File: config.mk
export PLATFORM = sky130hd
export DESIGN_NAME = sampling_aligner
export DESIGN_NICKNAME = d
export VERILOG_FILES = /design/src/rtl/sa_pkg.sv /design/src/rtl/sa_phase_ctr.sv /design/src/rtl/sa_cfg_reg.sv /design/src/rtl/sa_tap_line.sv /design/src/rtl/sampling_aligner.sv
export SDC_FILE = /design/constraint.sdc
export NUM_CORES = 1
export LEC_CHECK = 0
export BUFFER_PORTS_ARGS = -buffer_cell sky130_fd_sc_hd__buf_2
export CORE_ASPECT_RATIO = 0.5
export CORE_UTILIZATION = 54
export DETAILED_ROUTE_END_ITERATION = 12
export PLACE_DENSITY = 0.75
export SLEW_MARGIN = 15
export SYNTH_ARGS = -nofsm -noshare
export SYNTH_HDL_FRONTEND = slang
export SYNTH_SLANG_ARGS = --single-unit
File: constraint.sdc
create_clock -name clk_i -period 2 [get_ports clk_i]
set_clock_uncertainty 0.1 [all_clocks]
set_input_delay 0.4 -clock clk_i [delete_from_list [all_inputs] [get_ports clk_i]]
set_output_delay 0.4 -clock clk_i [all_outputs]
set_load 0.01 [all_outputs]
File: src/rtl/sa_pkg.sv
package sa_pkg;
  localparam int CODE_W   = 5;
  localparam int LINE_LEN = (2 ** CODE_W) + 4;
  localparam int IDX_W    = $clog2(LINE_LEN);

  typedef logic [CODE_W-1:0] code_t;
  typedef logic [IDX_W-1:0]  idx_t;

  // split mode phase order: 00->3, 01->4, 10->1, 11->2
  function automatic idx_t tap_index(input logic split, input code_t code);
    idx_t ph;
    idx_t whole;
    if (!split) begin
      return idx_t'(code) + idx_t'(3);
    end
    unique case (code[1:0])
      2'b00:   ph = idx_t'(3);
      2'b01:   ph = idx_t'(4);
      2'b10:   ph = idx_t'(1);
      default: ph = idx_t'(2);
    endcase
    whole = idx_t'(code[CODE_W-1:2]);
    return (whole << 2) + ph;
  endfunction
endpackage

File: src/rtl/sa_phase_ctr.sv
module sa_phase_ctr (
  input  logic clk_i,
  input  logic rst_ni,
  input  logic frame_i,
  output logic cap_o
);
  logic [1:0] ph_q;
  logic       run_q;

  always_ff @(posedge clk_i or negedge rst_ni) begin
    if (!rst_ni) begin
      ph_q  <= '0;
      run_q <= 1'b0;
    end else if (frame_i) begin
      ph_q  <= 2'd1;
      run_q <= 1'b1;
    end else if (run_q) begin
      ph_q  <= ph_q + 2'd1;
    end
  end

  // last quarter of a cell; frame cycle is always quarter 0
  assign cap_o = run_q && !frame_i && (ph_q == 2'd3);
endmodule

File: src/rtl/sa_cfg_reg.sv
module sa_cfg_reg
  import sa_pkg::*;
(
  input  logic  clk_i,
  input  logic  rst_ni,
  input  logic  frame_i,
  input  logic  mode_i,
  input  code_t code_i,
  output idx_t  idx_o
);
  idx_t idx_q;

  always_ff @(posedge clk_i or negedge rst_ni) begin
    if (!rst_ni)      idx_q <= tap_index(1'b0, '0);
    else if (frame_i) idx_q <= tap_index(mode_i, code_i);
  end

  assign idx_o = idx_q;
endmodule

File: src/rtl/sa_tap_line.sv
module sa_tap_line
  import sa_pkg::*;
(
  input  logic clk_i,
  input  logic rst_ni,
  input  logic data_i,
  input  idx_t sel_i,
  output logic tap_o
);
  localparam int SR_LEN = LINE_LEN - 1;

  logic [SR_LEN-1:0]   sr_q;
  logic [LINE_LEN-1:0] line;

  always_ff @(posedge clk_i or negedge rst_ni) begin
    if (!rst_ni) sr_q <= '0;
    else         sr_q <= {sr_q[SR_LEN-2:0], data_i};
  end

  // line[k] is data_i from k edges back
  assign line = {sr_q, data_i};

  always_comb begin
    tap_o = 1'b0;
    for (int i = 0; i < LINE_LEN; i++) begin
      if (sel_i == idx_t'(i)) tap_o = line[i];
    end
  end
endmodule

File: src/rtl/sampling_aligner.sv
module sampling_aligner
  import sa_pkg::*;
(
  input  logic             clk_i,
  input  logic             rst_ni,
  input  logic             frame_i,
  input  logic             data_i,
  input  logic             mode_i,
  input  logic [CODE_W-1:0] code_i,
  output logic             bit_o,
  output logic             strobe_o
);
  logic cap;
  logic tap;
  idx_t tap_idx;
  logic bit_q;
  logic strobe_q;

  sa_phase_ctr u_ph (
    .clk_i  (clk_i),
    .rst_ni (rst_ni),
    .frame_i(frame_i),
    .cap_o  (cap)
  );

  sa_cfg_reg u_cfg (
    .clk_i  (clk_i),
    .rst_ni (rst_ni),
    .frame_i(frame_i),
    .mode_i (mode_i),
    .code_i (code_i),
    .idx_o  (tap_idx)
  );

  sa_tap_line u_line (
    .clk_i (clk_i),
    .rst_ni(rst_ni),
    .data_i(data_i),
    .sel_i (tap_idx),
    .tap_o (tap)
  );

  always_ff @(posedge clk_i or negedge rst_ni) begin
    if (!rst_ni) begin
      bit_q    <= 1'b0;
      strobe_q <= 1'b0;
    end else begin
      strobe_q <= cap;
      if (cap) bit_q <= tap;
    end
  end

  assign bit_o    = bit_q;
  assign strobe_o = strobe_q;
endmodule

== Yosys cells after proc, flatten, opt, wreduce, memory -nomap -nowiden ==
Index checks and enable logic that the tools add are counted.
Word-level totals
  output and inout bits: 2
  word-level logic and storage cells: 98
  register bits after elaboration: 46
Cells by class
  add/sub/neg operators: 3
  equal/unequal tests: 38
  reduce and logical (&&, ||, !) cells: 6
  mux-type cells: 45
Operators by type and width (count)
  equality test 6 x 5 -> 1 bit (second input constant): 16
  equality test 6 x 4 -> 1 bit (second input constant): 8
  2-to-1 mux 1 bit: 38
  equality test 6 x 3 -> 1 bit (second input constant): 4
  equality test 6 bit (second input constant): 4
  2-to-1 mux 6 bit: 4
  equality test 6 x 2 -> 1 bit (second input constant): 2
  case mux 3 bit (3 select lines): 1
  adder 5 x 2 -> 6 bit (second input constant): 1
  adder 5 x 6 -> 6 bit: 1
  equality test 6 x 1 -> 1 bit (second input constant): 1
  logical NOT 6 bit: 1
  equality test 2 bit (second input constant): 2
  2-to-1 mux 2 bit: 2
  adder 2 x 1 -> 2 bit (second input constant): 1
  equality test 2 x 1 -> 1 bit (second input constant): 1
  logical AND 1 bit: 2
  logical NOT 2 bit: 1
  nonzero test 2 bit: 1
  logical NOT 1 bit: 1

== Longest topological paths before layout ==
  depth after elaboration: 37
  gate-level depth with buffers: 9
  gate-level depth less buffers: 7

== Modules after synthesis ==
From an unflattened synthesis, not the netlist that was laid out.
Unflattened totals
  cells, all modules: 168
  area total of the unflattened synthesis: 2062.0 um^2
Modules (own cells, without submodules)
  sa_tap_line: cells each 118, times used 1, area each 1487.7 um^2
  sa_cfg_reg: cells each 36, times used 1, area each 379.1 um^2
  sa_phase_ctr: cells each 11, times used 1, area each 130.1 um^2
  sampling_aligner: cells each 3, times used 1, area each 65.1 um^2

== Worst setup path before layout ==
No wires, ideal clock.
  path type: register to register
  from: register u_cfg.idx_q[0] (netlist: u_cfg.idx_o[0])
  to: register bit_q (netlist: bit_o)
  required time: 1770 ps
  period minus slack after synthesis: 1877 ps
  setup slack: 123 ps
  stages on the path, launching flop included: 9
  data arrival time: 1648 ps
  cells stage by stage: dfstp_2 buf_2 buf_2 buf_2 o22ai_1 o311ai_0 o21ai_0 o31ai_1 a21oi_1
On the way
  word-level cells in the longest chain between the ends: 37
  elaborated cells between the ends (all ways): 72
Ends and longest elaborated chain
  from (decl): line sa_cfg_reg.sv:11  | idx_t idx_q;
  from (signal assigned): line sa_cfg_reg.sv:14  | if (!rst_ni) idx_q <= tap_index(1'b0, '0);
  from (signal assigned): line sa_cfg_reg.sv:15  | else if (frame_i) idx_q <= tap_index(mode_i, code_i);
  logical NOT 6 bit: line sa_tap_line.sv:26  | if (sel_i == idx_t'(i)) tap_o = line[i];
  2-to-1 mux 1 bit (35 in a row): line sa_tap_line.sv:26
  2-to-1 mux 1 bit (*): line sa_tap_line.sv:26
  to (signal assigned): line sampling_aligner.sv:49  | if (cap) bit_q <= tap;
  to (decl): line sampling_aligner.sv:16  | logic bit_q;
Every way passes the cells marked *; elsewhere a longest branch is shown, timed or not.
A chain may end at the register's enable or synchronous reset.

== Final worst setup path ==
  from: register u_cfg.idx_q[3] (netlist: u_cfg.idx_o[3])
  to: register bit_q (netlist: bit_o)
The elaborated chain is that of the path after synthesis.

==> results.toml <==
[cts]
cts_tree = "yes"
clock_sinks = 46
path_clk_slew_ns = 0.08
ctsLongestPathBuffers = 2
insertion_delay_ns = 0.30
htree_levels = 2
root_buffer = "clkbuf_8"
cts-buffers-inserted = 5

[placed_design]
dp_worst_setup_slack_ns = 0.108
numPortBuffers = 11
gp_congestion = 0.880
dpl_cell_area_sq_um = 2270
dp.cells = 249
dp_hpwl_um = 2820

[min_path]
min-delay-start = "data_i"
whs_path_depth = 1
hold_end = "u_line.sr_q[0]$_DFF_PN0_"
hp-class = "input pin to flip-flop"

[grt]
grt_pass1_vias = 1398
antenna_found_initial = 0
grt_pass1_wl_um = 6830
grt_max_degree = 27
grt-ovfl-total = 0
grt_use_total = 0.223

[detailed_routing]
first_pass_iters = 4
wire_per_inst_um = 15.4
drc = 0
vias = 1477
totalWireLength_um = 3990
antenna_left = 0
dr.first_iter.drc_count = 106
vias_per_cell = 5.70

[worst_setup_path]
critPathKind = "flip-flop to flip-flop"
r2r-start = "u_cfg.idx_o[3]$_DFFE_PN0P_"
worstReg2RegEnd = "bit_o$_DFFE_PN0P_"
rr_worst_depth = 5
critPathCaptureType = "flip-flop"
regToRegSetupSlack_ns = 0.1
critical_path_required_ns = 2.13
arrival_ns = 2.03
setup.worst_path.start_class = "flip-flop"
worst-path-max-fanout = 5

[sta]
max_slew_margin = 0.688
period_needed_ns = 1.90
hold_ws_ns = 0.118
tightestPinTransition_ns = 0.468
final_hold_viol_count = 0
drv_slew = 0
fmax_mhz = 525
setup_ws_ns = 0.0964
setup_violations = 0
finalCritPeriodShare = 0.952

[power_and_ir_drop]
cellPowerDensity_nw_per_um2 = 936
p_leak_nw = 1.11
swShare = 0.251
pwr-share-clk = 0.367
p_comb_frac = 0.167
p_seq_frac = 0.466
irDropWorstVdd_mv = 0.484
p_int_mw = 1.71
p_total_mw = 2.28
switching_power_mw = 0.572

[logic_synthesis]
syn_inst = 189
ys_top_cells_by_area = "dfrtp_1, mux2i_1, ha_1, o21ai_0, dfstp_2"
ys_ff_latch = 46
synth_largest_area_cell = "dfrtp_1"
yosysSeqAreaShare = 0.547
synth_area_sq_um = 2110
syn_avg_cell_area_sq_um = 11.2
synth_edf_count = 0
async_flop_share = 1.00
synth_flop_cell = "dfrtp_1"
syn_nets = 206
yosys_warnings = 0
ys_types = 42
synth_top_area_frac = 0.522

[floorplanning]
die_area_sq_um = 4170
die_h_um = 46.2
fp.dieW_um = 90.4
pin_count = 12
core-area_sq_um = 3580
row_count = 15
initial_core_util = 0.588

[final_layout]
diodes = 0
final_cells = 259
fin_area_sq_um = 2430
nFillCells = 266
area_delta_synth_final_pct = 15.4
layout.nets = 224
drive_above_1_share = 0.207

[run_status]
status = "finished clean"

[run]
cap_viol_max_count = 0
## area by class of cell
type	instances	area, sq um	share of cell area
Clock inverter	2	60.1	0.0247
Clock buffer	6	82.6	0.0340
Sequential cell	46	1160	0.476
Timing Repair Buffer	24	180	0.0741
Multi-Input combinational cell	122	857	0.352
Inverter	8	30.0	0.0123
Tap cell	51	63.8	0.0262
## power groups by stage
stage,Sequential (mW),Clock (mW),Combinational [mW]
floorplan,1.04,0,0.279
global placement,1.07,0,0.361
detailed placement,1.07,0,0.367
CTS,1.06,0.849,0.374
global route,1.07,0.890,0.422
finish,1.06,0.836,0.381
## logic make-up (layout without fill, tap and decap cells)
logic type                 after synthesis  count (layout)  share of synthesized area
adders and majority gates                7               7                     0.0415
muxes                                   15              15                     0.0736
xor gates and xnor gates                 4               4                     0.0166
DFF                                     46              46                      0.547
and+or+nand+nor                         50              50                      0.126
AOI/OAI and AO/OA                       46              46                      0.149
buffers and inverters                   21              40                     0.0463
## what timing repair did
item                       4_1_cts  5_1_grt
buffers inserted                 0        1
hold endpoints to repair        18        0
resized for setup                0        3
hold buffers                     1        0
setup endpoints to repair        0        1
## metrics by stage
step                      utilization   TNS, ns
after global routing            0.679  -0.00437
after detailed placement        0.632         0
after global placement          0.632         0
after CTS                       0.675         0
final                           0.679         0
after floorplan                     -         0
## registers in the layout (all words and copies together), names as in the netlist
register / cells
bit_o: 1
strobe_o: 1
u_cfg.idx_o: 6
u_line.sr_q: 35
u_ph.ph_q: 2
u_ph.run_q: 1
## placed cells by master, fill, tap and decap left out, drive strengths merged, types with 2 or more instances in the layout
cell type,count
o211ai,3
and3,2
bufinv,2
a31oi,6
mux2i,11
ha,7
xor2,2
mux2,4
nand3,4
dfstp,2
nor2,11
inv,8
buf,23
nor2b,2
a21oi,6
nor3,3
xnor2,2
o311ai,2
clkbuf,6
nand2b,5
nand2,11
dfrtp,44
o2111ai,2
o21ai,14
nand4,2
o31ai,3
nand3b,3
o22ai,4
## per-layer routing
| metal | GRT usage | routed length, um | up-vias |
|---|---|---|---|
| met2 | 0.347 | 1730 | 53 |
| met3 | 0.0611 | 282 | 5 |
| met4 | 0.0871 | 44 | 0 |
| li1 | - | - | 710 |
| met5 | 0 | 0 | - |
| met1 | 0.306 | 1930 | 709 |
## cell usage after synthesis (all sizes together), types with 3 or more instances
cell type,instances
a21oi,6
a31oi,6
buf,6
clkbuf,7
dfrtp,44
ha,7
inv,8
mux2,4
mux2i,11
nand2,11
nand2b,5
nand3,4
nand3b,3
nor2,11
nor3,3
o211ai,3
o21ai,14
o22ai,4
o31ai,3
## critical path, cell delays in order (launching register included)
cell and delay, ns:
dfrtp_1 0.42, or4_4 0.59, o41ai_4 0.36, o21bai_1 0.16
o31ai_1 0.09, a21oi_1 0.13
## worst max path at each step
stage	slack (ns)	to	start	depth (start not counted)
after floorplan	0.12	bit_o$_DFFE_PN0P_	u_cfg.idx_o[0]$_DFFE_PN1P_	8
after global placement	0.14	bit_o$_DFFE_PN0P_	u_cfg.idx_o[0]$_DFFE_PN1P_	7
after detailed placement	0.11	bit_o$_DFFE_PN0P_	u_cfg.idx_o[1]$_DFFE_PN1P_	5
after CTS	0.1	bit_o$_DFFE_PN0P_	u_cfg.idx_o[1]$_DFFE_PN1P_	5
after global routing	-0.004	bit_o$_DFFE_PN0P_	u_cfg.idx_o[0]$_DFFE_PN1P_	7
final	0.1	bit_o$_DFFE_PN0P_	u_cfg.idx_o[3]$_DFFE_PN0P_	5
Note: power is estimated with default switching activity, not from simulation.
